<file path="src/rtl/shflag_pkg.sv">
package shflag_pkg;
  typedef enum logic [1:0] {
    KIND_FETCH  = 2'b00,
    KIND_READ   = 2'b01,
    KIND_WRITE  = 2'b10,
    KIND_WRITE2 = 2'b11
  } acc_kind_e;

  function automatic logic kind_is_data(input logic [1:0] kind);
    return (kind != KIND_FETCH);
  endfunction
endpackage

</file>
<file path="src/rtl/shflag_rst_sync.sv">
module shflag_rst_sync (
  input  logic clk,
  input  logic rst_n,
  output logic rst_n_s
);
  logic stage1_q;
  logic stage2_q;

  always_ff @(posedge clk or negedge rst_n) begin
    if (!rst_n) begin
      stage1_q <= 1'b0;
      stage2_q <= 1'b0;
    end else begin
      stage1_q <= 1'b1;
      stage2_q <= stage1_q;
    end
  end

  assign rst_n_s = stage2_q;
endmodule

</file>
<file path="src/rtl/shflag_sweep.sv">
module shflag_sweep #(
  parameter int ADDR_W = 6
) (
  input  logic              clk,
  input  logic              rst_n_s,
  output logic              busy,
  output logic [ADDR_W-1:0] swp_idx
);
  localparam logic [ADDR_W-1:0] LAST_IDX = {ADDR_W{1'b1}};

  logic              busy_q, busy_d;
  logic [ADDR_W-1:0] idx_q, idx_d;

  always_comb begin
    busy_d = busy_q;
    idx_d  = idx_q;
    if (busy_q) begin
      idx_d = idx_q + 1'b1;
      if (idx_q == LAST_IDX) busy_d = 1'b0;
    end
  end

  always_ff @(posedge clk or negedge rst_n_s) begin
    if (!rst_n_s) begin
      busy_q <= 1'b1;
      idx_q  <= '0;
    end else begin
      busy_q <= busy_d;
      idx_q  <= idx_d;
    end
  end

  assign busy    = busy_q;
  assign swp_idx = idx_q;

  // the sweep cannot end early
  p_sweep_hold_r1: assert property (@(posedge clk) disable iff (!rst_n_s)
    (busy_q && idx_q != LAST_IDX) |=> busy_q);
  // the sweep ends only after the last entry
  p_sweep_end_r1: assert property (@(posedge clk) disable iff (!rst_n_s)
    $fell(busy_q) |-> ($past(idx_q) == LAST_IDX));
  // once done, busy never returns without reset
  p_sweep_once_r1: assert property (@(posedge clk) disable iff (!rst_n_s)
    !busy_q |=> !busy_q);
endmodule

</file>
<file path="src/rtl/shflag_store.sv">
module shflag_store
  import shflag_pkg::*;
#(
  parameter int ADDR_W = 6
) (
  input  logic              clk,
  input  logic              rst_n_s,
  input  logic              busy,
  input  logic [ADDR_W-1:0] swp_idx,
  input  logic              loc_vld,
  input  logic [ADDR_W-1:0] loc_addr,
  input  logic              loc_coh,
  input  logic              rmt_vld,
  input  logic [ADDR_W-1:0] rmt_addr,
  input  logic              rmt_coh,
  input  logic [1:0]        rmt_kind,
  output logic              rd_flag
);
  localparam int NBLK = 1 << ADDR_W;

  logic [NBLK-1:0] flags;
  logic            loc_acc;
  logic            loc_clr;
  logic            rmt_set;
  logic            rd_q;

  assign loc_acc = loc_vld && !busy;
  assign loc_clr = loc_acc && loc_coh;
  assign rmt_set = rmt_vld && !busy && rmt_coh && kind_is_data(rmt_kind);

  for (genvar gi = 0; gi < NBLK; gi++) begin : g_entry
    logic en_w;
    logic val_w;
    always_comb begin
      en_w  = 1'b0;
      val_w = flags[gi];
      if (busy && swp_idx == ADDR_W'(gi)) begin
        en_w  = 1'b1;
        val_w = 1'b0;
      end else if (loc_clr && loc_addr == ADDR_W'(gi)) begin
        en_w  = 1'b1;
        val_w = 1'b0;
      end else if (rmt_set && rmt_addr == ADDR_W'(gi)) begin
        en_w  = 1'b1;
        val_w = 1'b1;
      end
    end
    always_ff @(posedge clk) begin
      if (en_w) flags[gi] <= val_w;
    end
  end

  always_ff @(posedge clk) begin
    if (loc_acc) rd_q <= flags[loc_addr];
  end

  assign rd_flag = rd_q;

  // a coherent local access leaves its block cleared
  p_local_clear_r4: assert property (@(posedge clk) disable iff (!rst_n_s)
    loc_clr |=> !flags[$past(loc_addr)]);
  // a coherent remote data access leaves its block set
  p_remote_set_r3: assert property (@(posedge clk) disable iff (!rst_n_s)
    (rmt_set && !(loc_clr && loc_addr == rmt_addr)) |=> flags[$past(rmt_addr)]);
  // on a same-block collision the clear wins
  p_collide_r9: assert property (@(posedge clk) disable iff (!rst_n_s)
    (rmt_set && loc_clr && loc_addr == rmt_addr) |=> !flags[$past(loc_addr)]);
  // with no qualifying update the store does not move
  p_quiet_r5: assert property (@(posedge clk) disable iff (!rst_n_s)
    (!busy && !loc_clr && !rmt_set) |=> $stable(flags));
endmodule

</file>
<file path="src/rtl/shflag_route.sv">
module shflag_route
  import shflag_pkg::*;
(
  input  logic       clk,
  input  logic       rst_n_s,
  input  logic       busy,
  input  logic       loc_vld,
  input  logic       loc_coh,
  input  logic [1:0] loc_kind,
  input  logic       rd_flag,
  output logic       rsp_valid,
  output logic       rsp_flag,
  output logic       rsp_ext
);
  logic vld_q, vld_d;
  logic qual_q, qual_d;
  logic acc_w;

  assign acc_w = loc_vld && !busy;

  always_comb begin
    vld_d  = acc_w;
    qual_d = qual_q;
    if (acc_w) qual_d = loc_coh && kind_is_data(loc_kind);
  end

  always_ff @(posedge clk or negedge rst_n_s) begin
    if (!rst_n_s) begin
      vld_q  <= 1'b0;
      qual_q <= 1'b0;
    end else begin
      vld_q  <= vld_d;
      qual_q <= qual_d;
    end
  end

  assign rsp_valid = vld_q;
  assign rsp_flag  = vld_q && rd_flag;
  assign rsp_ext   = vld_q && qual_q && rd_flag;

  // a response follows only an accepted local strobe
  p_rsp_origin_r7: assert property (@(posedge clk) disable iff (!rst_n_s)
    rsp_valid |-> $past(loc_vld && !busy));
  // nothing is answered while sweeping
  p_busy_quiet_r2: assert property (@(posedge clk) disable iff (!rst_n_s)
    busy |=> !rsp_valid);
  // a fetch never routes to the external bus
  p_fetch_local_r8: assert property (@(posedge clk) disable iff (!rst_n_s)
    (rsp_valid && $past(loc_kind) == KIND_FETCH) |-> !rsp_ext);
  // non-cacheable local accesses never route externally
  p_nc_local_r8: assert property (@(posedge clk) disable iff (!rst_n_s)
    (rsp_valid && !$past(loc_coh)) |-> !rsp_ext);
endmodule

</file>
<file path="src/rtl/shflag_tracker.sv">
module shflag_tracker #(
  parameter int ADDR_W = 6
) (
  input  logic              clk,
  input  logic              rst_n,
  input  logic              loc_vld,
  input  logic [ADDR_W-1:0] loc_addr,
  input  logic              loc_coh,
  input  logic [1:0]        loc_kind,
  input  logic              rmt_vld,
  input  logic [ADDR_W-1:0] rmt_addr,
  input  logic              rmt_coh,
  input  logic [1:0]        rmt_kind,
  output logic              busy,
  output logic              rsp_valid,
  output logic              rsp_flag,
  output logic              rsp_ext
);
  logic              rst_n_s;
  logic              busy_w;
  logic [ADDR_W-1:0] swp_idx;
  logic              rd_flag;

  shflag_rst_sync u_rst (
    .clk     (clk),
    .rst_n   (rst_n),
    .rst_n_s (rst_n_s)
  );

  shflag_sweep #(.ADDR_W(ADDR_W)) u_sweep (
    .clk     (clk),
    .rst_n_s (rst_n_s),
    .busy    (busy_w),
    .swp_idx (swp_idx)
  );

  shflag_store #(.ADDR_W(ADDR_W)) u_store (
    .clk      (clk),
    .rst_n_s  (rst_n_s),
    .busy     (busy_w),
    .swp_idx  (swp_idx),
    .loc_vld  (loc_vld),
    .loc_addr (loc_addr),
    .loc_coh  (loc_coh),
    .rmt_vld  (rmt_vld),
    .rmt_addr (rmt_addr),
    .rmt_coh  (rmt_coh),
    .rmt_kind (rmt_kind),
    .rd_flag  (rd_flag)
  );

  shflag_route u_route (
    .clk       (clk),
    .rst_n_s   (rst_n_s),
    .busy      (busy_w),
    .loc_vld   (loc_vld),
    .loc_coh   (loc_coh),
    .loc_kind  (loc_kind),
    .rd_flag   (rd_flag),
    .rsp_valid (rsp_valid),
    .rsp_flag  (rsp_flag),
    .rsp_ext   (rsp_ext)
  );

  assign busy = busy_w;
endmodule

</file>
<file path="config.mk">
export PLATFORM = sky130hd
export DESIGN_NAME = shflag_tracker
export DESIGN_NICKNAME = d
export VERILOG_FILES = /design/src/rtl/shflag_pkg.sv /design/src/rtl/shflag_rst_sync.sv /design/src/rtl/shflag_sweep.sv /design/src/rtl/shflag_store.sv /design/src/rtl/shflag_route.sv /design/src/rtl/shflag_tracker.sv
export SDC_FILE = /design/constraint.sdc
export NUM_CORES = 1
export LEC_CHECK = 0
export ABC_AREA = 1
export CORE_MARGIN = 2
export CORE_UTILIZATION = 59
export DETAILED_ROUTE_END_ITERATION = 16
export PLACE_DENSITY_LB_ADDON = 0.2
export SYNTH_ARGS = -nofsm -noshare
export SYNTH_HDL_FRONTEND = slang
export SYNTH_SLANG_ARGS = --single-unit
</file>
<file path="constraint.sdc">
create_clock -name clk -period 2.1 [get_ports clk]
set_input_delay 0.42 -clock clk [delete_from_list [all_inputs] [get_ports clk]]
set_output_delay 0.42 -clock clk [all_outputs]
set_load 0.005 [all_outputs]
</file>
# After elaboration in Yosys (flattened, before gate mapping)
# Index checks and enable logic that the tools add are counted.
[word_totals]
ff_bits = 76
output_inout_bits = 4
[classes]
addsub = 1
magnitude_cmp = 1
n_eq_ne = 189
n_mux = 260
n_reduce_logical = 399
[op_table]
columns = ["operator", "n"]
rows = [
  ["$eq 6x6->1 const B", 96],
  ["$eq 6x5->1 const B", 48],
  ["$mux 1", 259],
  ["$logic_and 1x1->1", 201],
  ["$reduce_bool 3->1", 64],
  ["$eq 6x4->1 const B", 24],
  ["$reduce_and 2->1", 64],
  ["$reduce_or 2->1", 64],
  ["$eq 6x3->1 const B", 12],
  ["$eq 6x2->1 const B", 6],
  ["$eq 6x1->1 const B", 3],
  ["$logic_not 6->1", 3],
  ["$lt 6x7->1 const B", 1],
  ["$add 6x1->6 const B", 1],
  ["$bmux 1 s6", 1],
  ["$reduce_bool 2->1", 2],
  ["$logic_not 1->1", 1],
]

# Logic depth before layout (Yosys ltp)
[logic_depth]
depth_word = 9
ltp_mapped = 13
depth_no_buf = 11

# Cells and area by module
# Synthesis repeated with hierarchy kept, for this count alone.
[unflattened]
cells_unflattened = 657
hier_area_um2 = 4817.1
[modules_own_cells]
columns = ["module", "n_inst", "cells_each", "area_each_um2"]
rows = [
  ["shflag_store", 1, 611, 4346.7],
  ["shflag_sweep", 1, 29, 306.5],
  ["shflag_route", 1, 14, 110.1],
  ["shflag_rst_sync", 1, 3, 53.8],
]

# Least setup slack after synthesis
# Ideal clock, no wire load.
[synth_path]
kind = "input -> register"
startpoint = "in loc_addr[0]"
endpoint = "reg u_store.flags[18] (enable)"
arrival_ns = 1.326
t_required_ns = 1.790
setup_slack_ns = 0.464
cell_stages = 7
path_cell_list = "buf_4 -> buf_2 -> nor2_1 -> inv_1 -> nor2_1 -> a22oi_1 -> o21ai_0"
[synth_between]
elab_chain_cells = 5
[synth_rtl]
columns = ["element", "line_no", "text"]
rows = [
  ["start: declaration", "shflag_tracker.sv:7", "input logic [ADDR_W-1:0] loc_addr,"],
  ["$eq 6x5->1 (*)", "shflag_store.sv:40", "end else if (loc_clr && loc_addr == ADDR_W'(gi)) begin"],
  ["$logic_and 1x1->1 (*)", "shflag_store.sv:40", ""],
  ["$mux 1", "shflag_store.sv:40", ""],
  ["$mux 1", "shflag_store.sv:37", "if (busy && swp_idx == ADDR_W'(gi)) begin"],
  ["$reduce_and 2->1 (no line) (*)", "n/a", ""],
  ["end signal: indexed assignment", "shflag_store.sv:49", "if (en_w) flags[gi] <= val_w;"],
  ["end: declaration", "shflag_store.sv:21", "logic [NBLK-1:0] flags;"],
]
# Mark *: on every way between the ends. The rest lies on a longest branch, timed or not.
# A chain may end at the register's enable or synchronous reset.

# Worst setup path after layout
[layout_path]
startpoint = "reg u_sweep.busy_q, in the netlist u_sweep.busy"
endpoint = "out busy"
[layout_lines]
columns = ["element", "line_no", "text"]
rows = [
  ["start: declaration", "shflag_sweep.sv:11", "logic busy_q, busy_d;"],
  ["start signal: assignment", "shflag_sweep.sv:28", "busy_q <= busy_d;"],
  ["end: declaration", "shflag_tracker.sv:14", "output logic busy,"],
]
# No word-level cell between the ends.

==> qor.csv <==
stage;metric;value;unit
detailed_routing;DR vias/cell;5.87;
synthesis;top-area cell type share of the netlist area;40.4;%
power_and_ir_drop;cell leakage power;2.51;nW
finish;register area;0.00223;mm²
worst_setup_path;worst setup path category;flip-flop to output pin;
placed_design;Placed Instance Area;0.00548;mm²
worst_setup_path;delay-heaviest family, CP;flip-flops;
finish;most frequent cells in the layout;nand2_1, nor2_1, edfxtp_1;
sta;Worst Skew;15.5;ps
placed_design;# port buffers;25;
detailed_routing;Starting DRT DRC Count;895;
synthesis;Synth Net Count;652;
clocking;Sink Count;76;
worst_setup_path;Reg-to-Reg End;u_store.flags[62]$_SDFFCE_PP0P_;
grt;initial antenna violation count;0;
finish;Multi-input gate area;0.00222;mm²
synthesis;post-synth cell types;31;
placed_design;gp weighted congestion;1.02;
sta;Hold Vio Cnt, Final;0;
synthesis;largest family of logic cells by synthesized area;simple AND/OR/NAND/NOR gates;
detailed_routing;DRT Wirelength;13900;µm
finish;final instance area;0.00571;mm²
power_and_ir_drop;Comb pwr share;9.0;%
detailed_routing;Antenna Nets Post-Route;0;
clocking;Setup Buffers After CTS;0;
worst_setup_path;RR Startpoint;u_sweep.busy$_DFF_PN1_;
synthesis;simple-gate share of the synthesized area;28.7;%
worst_setup_path;critical path required time;1680;ps
synthesis;Synth Area in Adders;1.30;%
finish;Layout Utilization;73.1;%
synthesis;mux share of post-synthesis cell area;0;%
job;max-cap violations;0;
clocking;Bufs on Longest Clock Path;2;
floorplanning;die area;0.00892;mm²
worst_setup_path;WP buf/inv;1;
sta;period utilization;92.1;%
synthesis;mapped cell area;0.00483;mm²
grt;vias in the first global route;4313;
synthesis;ranking of synthesized cells by area;edfxtp_1, nand2_1, a22oi_1, nor2_1, dfrtp_1;
finish;commonest non-fill, non-tap cell in the layout;nand2_1;
detailed_routing;Residual DRC;0;
power_and_ir_drop;Clock Power Share;40.1;%
detailed_routing;WL per Instance;17.6;µm
placed_design;Post-Place Setup Slack;-149;ps
power_and_ir_drop;Psw;0.746;mW
worst_setup_path;Critical Path Sink Type;output pin;
grt;global-route wire length before repair;21900;µm
finish;Ant. Diodes;0;
power_and_ir_drop;Pwr Density;565;mW/mm²
clocking;Gates resized, CTS repair;0;
detailed_routing;via count;4633;
floorplanning;number of cell rows;32;
finish;Synth-to-Final Area Change;18.2;%
clocking;CTS tree;done;
outcome;status;finished, final reports clean;
floorplanning;DIE WIDTH;94.5;µm
sta;final worst slack;166;ps
worst_setup_path;critical path arrival;1510;ps
synthesis;sequential fraction of the synthesis area;46.2;%
grt;largest net degree at the start of global routing;20;
power_and_ir_drop;Worst IR Drop VDD;0.000352;V
synthesis;Seq cells post-synth;76;
synthesis;largest area contributor in the netlist;edfxtp_1;
synthesis;Avg Cell Area, Syn;7.72;µm²
synthesis;Post-Syn Instances;625;
clocking;clk slew on worst S/H paths;90;ps
detailed_routing;TritonRoute pass-1 iters;6;
worst_setup_path;Cell Chain, Critical Path;clkdlybuf4s50_1;
clocking;Root Driver;clkbuf_8;
floorplanning;chip height;94.5;µm
sta;WHS;179;ps
worst_setup_path;slowest stage delay, CP;620;ps
clocking;htree depth;3;
worst_setup_path;Critical Path Source Type;flip-flop;
clocking;# hold bufs at CTS;0;
worst_setup_path;Worst R2R Setup Slack;320;ps
sta;fmax;517;MHz
floorplanning;Initial Utilization;61.8;%
finish;nets;709;
floorplanning;top-level I/O count;26;
placed_design;post-detail-place hpwl;10500;µm
worst_setup_path;Worst path slowest cell;dfstp_2;
floorplanning;Core Box Area;0.00781;mm²
sta;min cycle time layout;1930;ps
synthesis;Synth Area in XOR/XNOR;0.726;%
sta;Final setup viols;0;
finish;Filler cells;639;
worst_setup_path;CP max FO;8;
min_path;Hold WC Path Type;flip-flop to asynchronous set/reset pin;
power_and_ir_drop;total power after layout;3.22;mW
clocking;total CTS buffers;9;
grt;gr usage total;33.0;%
grt;GR Overflow Total;0;
sta;RSZ-0062 raised after global routing;no;
power_and_ir_drop;Pint;2.48;mW
finish;layout cells sized above 1;12.2;%
synthesis;complex-gate fraction of the synthesized area;15.2;%
synthesis;synthesis warning total;0;
power_and_ir_drop;Sequential Power Share;50.9;%
clocking;insertion delay to the later sink of the worst-skew pair;370;ps
power_and_ir_drop;sw frac;23.1;%
sta;Max Transition Viols Final;0;
worst_setup_path;FF-to-FF path depth;5;
## cell type report
type / instances / area share [%]
Clock buffer: 12 / 2.72
Multi-Input combinational cell: 465 / 38.9
Sequential cell: 76 / 39.1
Timing Repair Buffer: 67 / 11.7
Inverter: 63 / 4.19
Tap cell: 102 / 2.24
Clock inverter: 4 / 1.25
## state kept, by name, summed over array words and instances (netlist names)
name               count
u_sweep.busy           1
u_store.rd_flag        1
u_rst.rst_n_s          1
u_rst.stage1_q         1
u_route.qual_q         1
u_sweep.swp_idx        6
u_route.rsp_valid      1
u_store.flags         64
## Yosys cell counts, drive strengths merged
library cell / n
nand2: 235
nor2: 93
edfxtp: 65
inv: 63
a22oi: 53
o21ai: 44
buf: 20
a21oi: 11
dfrtp: 10
nand3: 9
ha: 5
nor3: 5
xor2: 4
nand4: 3
o31ai: 2
clkbuf: 1
conb: 1
dfstp: 1
## worst max path at each step
stage,depth (start not counted),to,slack (ps),startpoint
2_1_floorplan,7,u_store.flags[18]$_SDFFCE_PP0P_,460,loc_addr[0]
3_3_place_gp,7,u_store.flags[62]$_SDFFCE_PP0P_,-170,loc_addr[1]
3_5_place_dp,7,u_store.flags[58]$_SDFFCE_PP0P_,-150,loc_addr[1]
4_1_cts,1,busy,170,u_sweep.busy$_DFF_PN1_
5_1_grt,7,u_store.flags[62]$_SDFFCE_PP0P_,60,loc_addr[1]
6_report,1,busy,170,u_sweep.busy$_DFF_PN1_
## through the flow
| stage | cells | TNS, ps |
|---|---|---|
| after floorplan | 625 | 0 |
| after global placement | 773 | -1980 |
| after detailed placement | 773 | -2230 |
| after CTS | 789 | 0 |
| after global routing | 789 | 0 |
| final | 789 | 0 |
## per-layer routing
| metal | track usage [%] | vias to the layer above | part of all wire, % |
|---|---|---|---|
| met5 | 0 | - | 0 |
| met4 | 12.6 | 0 | 2.5 |
| met3 | 7.90 | 42 | 14 |
| met2 | 50.9 | 328 | 45 |
| met1 | 45.4 | 2095 | 39 |
| li1 | - | 2168 | - |
## cell families (layout without fill, tap and decap cells)
kind of cell	Yosys count	count (layout)
XOR/XNOR	4	4
adder cells (fa/ha/maj)	5	5
buffers and inverters	84	146
other	1	1
AND/OR/NAND/NOR	345	345
AO/OA/AOI/OAI	110	110
flip-flops	76	76
## power by group through the flow
stage / clock [mW] / combinational, mW / sequential (mW)
after floorplan: 0 / 0.133 / 1.67
after global routing: 1.34 / 0.308 / 1.64
final: 1.29 / 0.289 / 1.64
after CTS: 1.28 / 0.282 / 1.64
after global placement: 0 / 0.277 / 1.67
after detailed placement: 0 / 0.281 / 1.67
No activity file was read; power rests on OpenSTA's default activity.
